$ cat src/rtl/nvm_pkg.sv
`timescale 1ns/1ps
package nvm_pkg;
  typedef enum logic [1:0] {
    SEL_ADDR = 2'd0,
    SEL_DATA = 2'd1,
    SEL_CTRL = 2'd2,
    SEL_NONE = 2'd3
  } reg_sel_e;

  localparam int CTL_ARM = 0;
  localparam int CTL_GO  = 1;
  localparam int CTL_RD  = 2;
endpackage

$ cat src/rtl/nvm_unlock.sv
`timescale 1ns/1ps
module nvm_unlock #(
  parameter int ARM_CYCLES = 4
) (
  input  logic clk,
  input  logic rst_n,
  input  logic ctrl_wr,
  input  logic arm_bit,
  input  logic go_bit,
  input  logic consume,
  output logic armed
);
  localparam int CW = $clog2(ARM_CYCLES + 1);

  logic [CW-1:0] cnt;
  logic          arm_req;

  assign arm_req = ctrl_wr && arm_bit && !go_bit;

  always_ff @(posedge clk) begin
    if (!rst_n) begin
      armed <= 1'b0;
      cnt   <= '0;
    end else if (consume) begin
      armed <= 1'b0;
      cnt   <= '0;
    end else if (arm_req) begin
      armed <= 1'b1;
      cnt   <= CW'(ARM_CYCLES - 1);
    end else if (armed) begin
      if (cnt == '0) armed <= 1'b0;
      else           cnt   <= cnt - 1'b1;
    end
  end

  // go written together with arm never opens the window
  a_r3_no_arm_with_go: assert property (@(posedge clk) disable iff (!rst_n)
    (ctrl_wr && go_bit && !armed) |=> !armed);

  // window closes once its count is spent
  a_r4_window_closes: assert property (@(posedge clk) disable iff (!rst_n)
    (armed && cnt == '0 && !arm_req) |=> !armed);
endmodule

$ cat src/rtl/nvm_wr_timer.sv
`timescale 1ns/1ps
module nvm_wr_timer #(
  parameter int WR_TICKS = 8
) (
  input  logic clk,
  input  logic rst_n,
  input  logic start,
  input  logic tick,
  output logic busy,
  output logic finish,
  output logic done
);
  localparam int TW = $clog2(WR_TICKS + 1);

  logic [TW-1:0] tcnt;

  assign finish = busy && tick && (tcnt == TW'(WR_TICKS - 1));

  always_ff @(posedge clk) begin
    if (!rst_n) begin
      busy <= 1'b0;
      tcnt <= '0;
      done <= 1'b0;
    end else begin
      done <= finish;
      if (start && !busy) begin
        busy <= 1'b1;
        tcnt <= '0;
      end else if (finish) begin
        busy <= 1'b0;
        tcnt <= '0;
      end else if (busy && tick) begin
        tcnt <= tcnt + 1'b1;
      end
    end
  end

  // done follows the end of a busy period and lasts one cycle
  a_r7_done_after_busy: assert property (@(posedge clk) disable iff (!rst_n)
    done |-> (!busy && $past(busy)));
  a_r7_done_single: assert property (@(posedge clk) disable iff (!rst_n)
    done |=> !done);
  // without a tick a write cannot end
  a_r7_needs_tick: assert property (@(posedge clk) disable iff (!rst_n)
    (busy && !tick) |=> busy);
endmodule

$ cat src/rtl/nvm_stall.sv
`timescale 1ns/1ps
module nvm_stall #(
  parameter int RD_STALL = 4,
  parameter int WR_STALL = 2
) (
  input  logic clk,
  input  logic rst_n,
  input  logic rd_start,
  input  logic wr_start,
  output logic stall
);
  localparam int MAXL = (RD_STALL > WR_STALL) ? RD_STALL : WR_STALL;
  localparam int SW   = $clog2(MAXL + 1);

  logic [SW-1:0] cnt;

  always_ff @(posedge clk) begin
    if (!rst_n)            cnt <= '0;
    else if (wr_start)     cnt <= SW'(WR_STALL);
    else if (rd_start)     cnt <= SW'(RD_STALL);
    else if (cnt != '0)    cnt <= cnt - 1'b1;
  end

  assign stall = (cnt != '0);

  // an access start stalls the next cycle
  a_r6_start_stalls: assert property (@(posedge clk) disable iff (!rst_n)
    (wr_start || rd_start) |=> stall);
  // the stall ends when its count runs out
  a_r9_stall_ends: assert property (@(posedge clk) disable iff (!rst_n)
    (cnt == SW'(1) && !rd_start && !wr_start) |=> !stall);
endmodule

$ cat src/rtl/nvm_cells.sv
`timescale 1ns/1ps
module nvm_cells #(
  parameter int ADDR_W = 6,
  parameter int DATA_W = 8
) (
  input  logic              clk,
  input  logic              rst_n,
  input  logic              we,
  input  logic [ADDR_W-1:0] waddr,
  input  logic [DATA_W-1:0] wdata,
  input  logic [ADDR_W-1:0] raddr,
  output logic [DATA_W-1:0] rdata
);
  localparam int DEPTH = 1 << ADDR_W;

  logic [DATA_W-1:0] mem [DEPTH];

  always_ff @(posedge clk) begin
    if (!rst_n) begin
      for (int i = 0; i < DEPTH; i++) mem[i] <= '0;
    end else if (we) begin
      mem[waddr] <= wdata;
    end
  end

  assign rdata = mem[raddr];
endmodule

$ cat src/rtl/nvm_access_unit.sv
`timescale 1ns/1ps
module nvm_access_unit
  import nvm_pkg::*;
#(
  parameter int ADDR_W     = 6,
  parameter int DATA_W     = 8,
  parameter int WR_TICKS   = 8,
  parameter int ARM_CYCLES = 4,
  parameter int RD_STALL   = 4,
  parameter int WR_STALL   = 2
) (
  input  logic              clk,
  input  logic              rst_n,
  input  logic              osc_tick,
  input  logic              reg_wr,
  input  logic [1:0]        reg_sel,
  input  logic [DATA_W-1:0] reg_wdata,
  output logic [DATA_W-1:0] reg_rdata,
  output logic              cpu_stall,
  output logic              wr_done
);
  logic              ctrl_wr, addr_wr, data_wr;
  logic              armed, busy, finish;
  logic              wr_start, rd_start;
  logic [ADDR_W-1:0] addr_q;
  logic [DATA_W-1:0] data_q, cell_rd;

  assign ctrl_wr  = reg_wr && (reg_sel == SEL_CTRL);
  assign addr_wr  = reg_wr && (reg_sel == SEL_ADDR) && !busy;
  assign data_wr  = reg_wr && (reg_sel == SEL_DATA) && !busy;
  assign wr_start = ctrl_wr && reg_wdata[CTL_GO] && armed && !busy;
  assign rd_start = ctrl_wr && reg_wdata[CTL_RD] && !busy && !wr_start;

  nvm_unlock #(.ARM_CYCLES(ARM_CYCLES)) u_unlock (
    .clk(clk), .rst_n(rst_n), .ctrl_wr(ctrl_wr),
    .arm_bit(reg_wdata[CTL_ARM]), .go_bit(reg_wdata[CTL_GO]),
    .consume(wr_start), .armed(armed)
  );

  nvm_wr_timer #(.WR_TICKS(WR_TICKS)) u_timer (
    .clk(clk), .rst_n(rst_n), .start(wr_start), .tick(osc_tick),
    .busy(busy), .finish(finish), .done(wr_done)
  );

  nvm_stall #(.RD_STALL(RD_STALL), .WR_STALL(WR_STALL)) u_stall (
    .clk(clk), .rst_n(rst_n), .rd_start(rd_start), .wr_start(wr_start),
    .stall(cpu_stall)
  );

  nvm_cells #(.ADDR_W(ADDR_W), .DATA_W(DATA_W)) u_cells (
    .clk(clk), .rst_n(rst_n), .we(finish), .waddr(addr_q), .wdata(data_q),
    .raddr(addr_q), .rdata(cell_rd)
  );

  always_ff @(posedge clk) begin
    if (!rst_n) begin
      addr_q <= '0;
      data_q <= '0;
    end else begin
      if (addr_wr) addr_q <= reg_wdata[ADDR_W-1:0];
      if (rd_start)     data_q <= cell_rd;
      else if (data_wr) data_q <= reg_wdata;
    end
  end

  always_comb begin
    reg_rdata = '0;
    case (reg_sel)
      SEL_ADDR: reg_rdata = DATA_W'(addr_q);
      SEL_DATA: reg_rdata = data_q;
      SEL_CTRL: begin
        reg_rdata[CTL_ARM] = armed;
        reg_rdata[CTL_GO]  = busy;
      end
      default:  reg_rdata = '0;
    endcase
  end

  // a write only begins from an armed state
  a_r5_start_needs_arm: assert property (@(posedge clk) disable iff (!rst_n)
    $rose(busy) |-> $past(armed));
  // data register frozen while busy
  a_r10_data_hold: assert property (@(posedge clk) disable iff (!rst_n)
    busy |=> $stable(data_q));
  // address register frozen while busy
  a_r11_addr_hold: assert property (@(posedge clk) disable iff (!rst_n)
    busy |=> $stable(addr_q));
endmodule

$ cat config.mk
export PLATFORM = sky130hd
export DESIGN_NAME = nvm_access_unit
export DESIGN_NICKNAME = d
export VERILOG_FILES = /design/src/rtl/nvm_pkg.sv /design/src/rtl/nvm_unlock.sv /design/src/rtl/nvm_wr_timer.sv /design/src/rtl/nvm_stall.sv /design/src/rtl/nvm_cells.sv /design/src/rtl/nvm_access_unit.sv
export SDC_FILE = /design/constraint.sdc
export NUM_CORES = 1
export LEC_CHECK = 0
export ABC_CLOCK_PERIOD_IN_PS = 3100
export CAP_MARGIN = 20
export CORE_UTILIZATION = 55
export CTS_BUF_LIST = sky130_fd_sc_hd__clkbuf_8
export DETAILED_ROUTE_END_ITERATION = 10
export DONT_BUFFER_PORTS = 1
export PLACE_DENSITY = 0.72
export SLEW_MARGIN = 10
export SYNTH_ARGS = -nofsm -noshare
export SYNTH_HDL_FRONTEND = slang
export SYNTH_SLANG_ARGS = --single-unit
export TNS_END_PERCENT = 10
$ cat constraint.sdc
create_clock -name clk -period 3.1 [get_ports clk]
set_input_delay 0.31 -clock clk [delete_from_list [all_inputs] [get_ports clk]]
set_output_delay 0.31 -clock clk [all_outputs]
set_load 0.02 [all_outputs]
==> metrics.md <==
| Metric | Value |
|---|---|
| H-Tree Depth | 3 |
| Hold_ws | 0.03539 ns |
| IO buf count | 0 |
| Fin util | 0.6258 |
| Cell Area, Synth | 25410 sq um |
| CTS tree | done |
| Worst slack, placed | 0.3218 ns |
| WP data arrival | 3.33 ns |
| Endpoints failing setup | 0 |
| Core area | about 45000 sq um |
| Final Cycle Share | 0.9045 |
| Pwr Total | 15.63 mW |
| Post-route ant nets | 0 |
| Asr flop ratio synth | 0 |
| I/O pin count | 24 |
| Crit-path max FO | 21 |
| Antenna violations before repair | 3 |
| Worst-Skew Late Latency | 0.69 ns |
| EDFF count, synth | 512 |
| Syn Area/Cell | 14.01 sq um |
| Sequential fraction of the synthesis area | 0.6312 |
| Post-DP Area | 26560 sq um |
| Die H | 216.9 um |
| Post-Syn Nets | approximately 1800 |
| Pint | 11.89 mW |
| Routed WL per cell | 25.08 um |
| # DRC | 0 |
| Slew margin rel. | 0.4031 |
| Max VDD drop | 0.3403 mV |
| Clock share of power | 0.385 |
| Combinational Power Share | 0.067 |
| PD cells | 549.2 nW/um^2 |
| Max-cap violations | 0 |
| Max incr delay on CP | 0.85 ns |
| Worst-path clk slew | 0.07 ns |
| GRT Util Overall | 0.2834 |
| Psw | 3.742 mW |
| Via count | approximately 16000 |
| Status | complete, no violations |
| Root Buffer | clkbuf_8 |
| Finished Cell Area | ~28000 sq um |
| Number of fill cells | around 3400 |
| Setup_tns | 0 ns |
| Number of cell rows | between 70 and 80 |
| Pleak | 9.683 nW |
| Dpl hpwl | 41710 um |
| First-pass GRT wire length | 97470 um |
| Met2 wire length | 30460 um |
| Clock skew | 0.03721 ns |
| Final WL | 64790 um |
| Warnings from Yosys | 0 |
| Slack of the critical path | 0.2962 ns |
| CP endpoint kind | flip-flop |
| Startpoint types | flip-flop |
| Worst hold-check path type | input pin to flip-flop |
| Worst path cell trace | buf_4, nand2_1, a211oi_1, a221oi_1, a2111oi_0, buf_4, a2111oi_2 |
| Kind of critical path | flip-flop to flip-flop |
| #FFs+latches synth | 545 |
| Hold Vio Cnt, Final | 0 |
| Routability cong. | between 0.9 and 1 |
| Register-to-register setup slack | approximately 0.30 ns |
| Metal-1 WL | ~26000 um |
| Starting Density | 0.5586 |
| Critical path buffers and inverters | 2 |
| Vias in the first global route | roughly 16000 |
| Total congestion overflow | 0 |
| Share of layout cells above drive strength 1 | 0.1801 |
| Slew Limit Fails | 0 |
| Pin count of the biggest net entering global routing | 68 |
| Slew of the pin with the lowest slew margin | 0.8728 ns |
| Highest clock rate | 356.7 MHz |
| CTS Buffer Depth | 3 |
| Netlist cell types | 57 |
| Chip Width | 216.9 um |
| DR WL met3 | about 5900 um |
| Kind of cell adding the most delay to the critical path | compound AO/OA/AOI/OAI gates |
| Req. time, crit path | 3.63 ns |
| Sw Share | 0.2394 |
| Via density | 6.095 |
| Total CTS buffers | 87 |
| Top sig layer | met5 |
| TritonCTS Sinks | 545 |
| Ys flop type | edfxtp_1 |
| Sequential share of power | 0.549 |
| Final net count | 1937 |
| RSZ-0062 raised after global routing | false |
| Pre-Repair DR Iteration Count | 6 |
| Mapped Cells | 1813 |
| CP most frequent cell | buf_4 |
| CP max-delay cell | a2111oi_0 |
| Non-filler cells, final | between 2000 and 3000 |
| Placed Cells | 2407 |
| Initial DRC count | 1764 |
| Crit path time final | between 2 and 3 ns |
| Die area | 47060 sq um |
| Layout area overhead | 12.02% |
registers in the layout, indices dropped and copies added, names as in the netlist, named ones only:
| register | count |
|---|---|
| u_timer.done | 1 |
| u_unlock.cnt | 3 |
| data_q | 8 |
| u_cells.mem | 512 |
| u_timer.busy | 1 |
| addr_q | 6 |
| u_timer.tcnt | 4 |
| u_unlock.armed | 1 |
| u_stall.cnt | 3 |
cells in the final DEF (no fill, tap or decap), types with 21 or more instances in the layout:
master and n:
o21ai_0 72, mux2i_1 114, and2_1 516, inv_1 34, edfxtp_1 512, clkbuf_8 88
clkinv_1 23, dfxtp_1 21, buf_4 127, a22oi_1 28, nor2_1 88, nand2_1 41
mux4_2 87, dlygate4sd3_1 21
final cells by class:
type                            instances  area (sq um)  share of cell area
Inverter                               13         48.80            0.001715
Sequential cell                       545         16060              0.5643
Tap cell                              600         750.7             0.02638
Clock buffer                           88          1211             0.04256
Multi-Input combinational cell       1116          8633              0.3034
Antenna cell                            1         2.502          0.00008793
Clock inverter                         65         442.9             0.01556
Timing Repair Buffer                  155          1311             0.04608
synth_stat cells (17+ instances only):
master	n	area share
nand3_1	17	0.0033
mux2i_1	114	0.045
and2_1	516	0.13
edfxtp_1	512	0.61
a22oi_1	28	0.0083
dfxtp_1	33	0.026
nand2_1	41	0.0061
mux4_2	87	0.077
buf_2	20	0.0039
nor2_1	88	0.013
o21ai_0	72	0.014
clkbuf_1	94	0.014
power by group through the flow:
stage | combinational [mW] | sequential (mW) | clock [mW]
CTS | 1.03 | 8.57 | 6.08
finish | 1.04 | 8.57 | 6.01
global route | 1.10 | 8.60 | 6.40
global placement | 0.963 | 8.71 | 0
detailed placement | 0.977 | 8.72 | 0
floorplan | 0.659 | 8.60 | 0
final timing paths:
kind,start,cells after the start,endpoint
min,rst_n,2,u_cells.mem[40][2]$_SDFFCE_PN0P_
min reg2reg,u_timer.tcnt[3]$_SDFFE_PP0P_,2,u_timer.tcnt[3]$_SDFFE_PP0P_
max,flip-flop,7,data_q[2]$_SDFFE_PN0P_
max reg2reg,flip-flop,7,data_q[2]$_SDFFE_PN0P_
logic make-up after synthesis:
| family | after synthesis | synth area share |
|---|---|---|
| AO/OA/AOI/OAI | 177 | 0.04432 |
| multiplexers | 209 | 0.1262 |
| adder cells (fa/ha/maj) | 5 | 0.002462 |
| AND/OR/NAND/NOR | 720 | 0.1650 |
| XOR/XNOR | 5 | 0.001724 |
| flip-flops | 545 | 0.6312 |
| buffers and inverters | 152 | 0.02911 |
worst register-to-register path, delay by kind of cell (launching register included):
family / cells / cell delay (ns)
DFF: 1 / 0.62
AOI/OAI and AO/OA: 4 / 1.18
buffers and inverters: 2 / 0.69
and+or+nand+nor: 1 / 0.16
per-layer routing:
metal / track usage / vias to the layer above
met5: 0 / -
met4: 0.1329 / 4
met3: 0.06080 / 162
met2: 0.4435 / 803
met1: 0.3812 / 7909
li1: - / 6865
what timing repair did:
action,4_1_cts,5_1_grt
buffers inserted,0,0
hold endpoints to repair,345,0
gates resized for setup,0,0
hold buffers,22,0
Power figures use the tool's default switching activity.
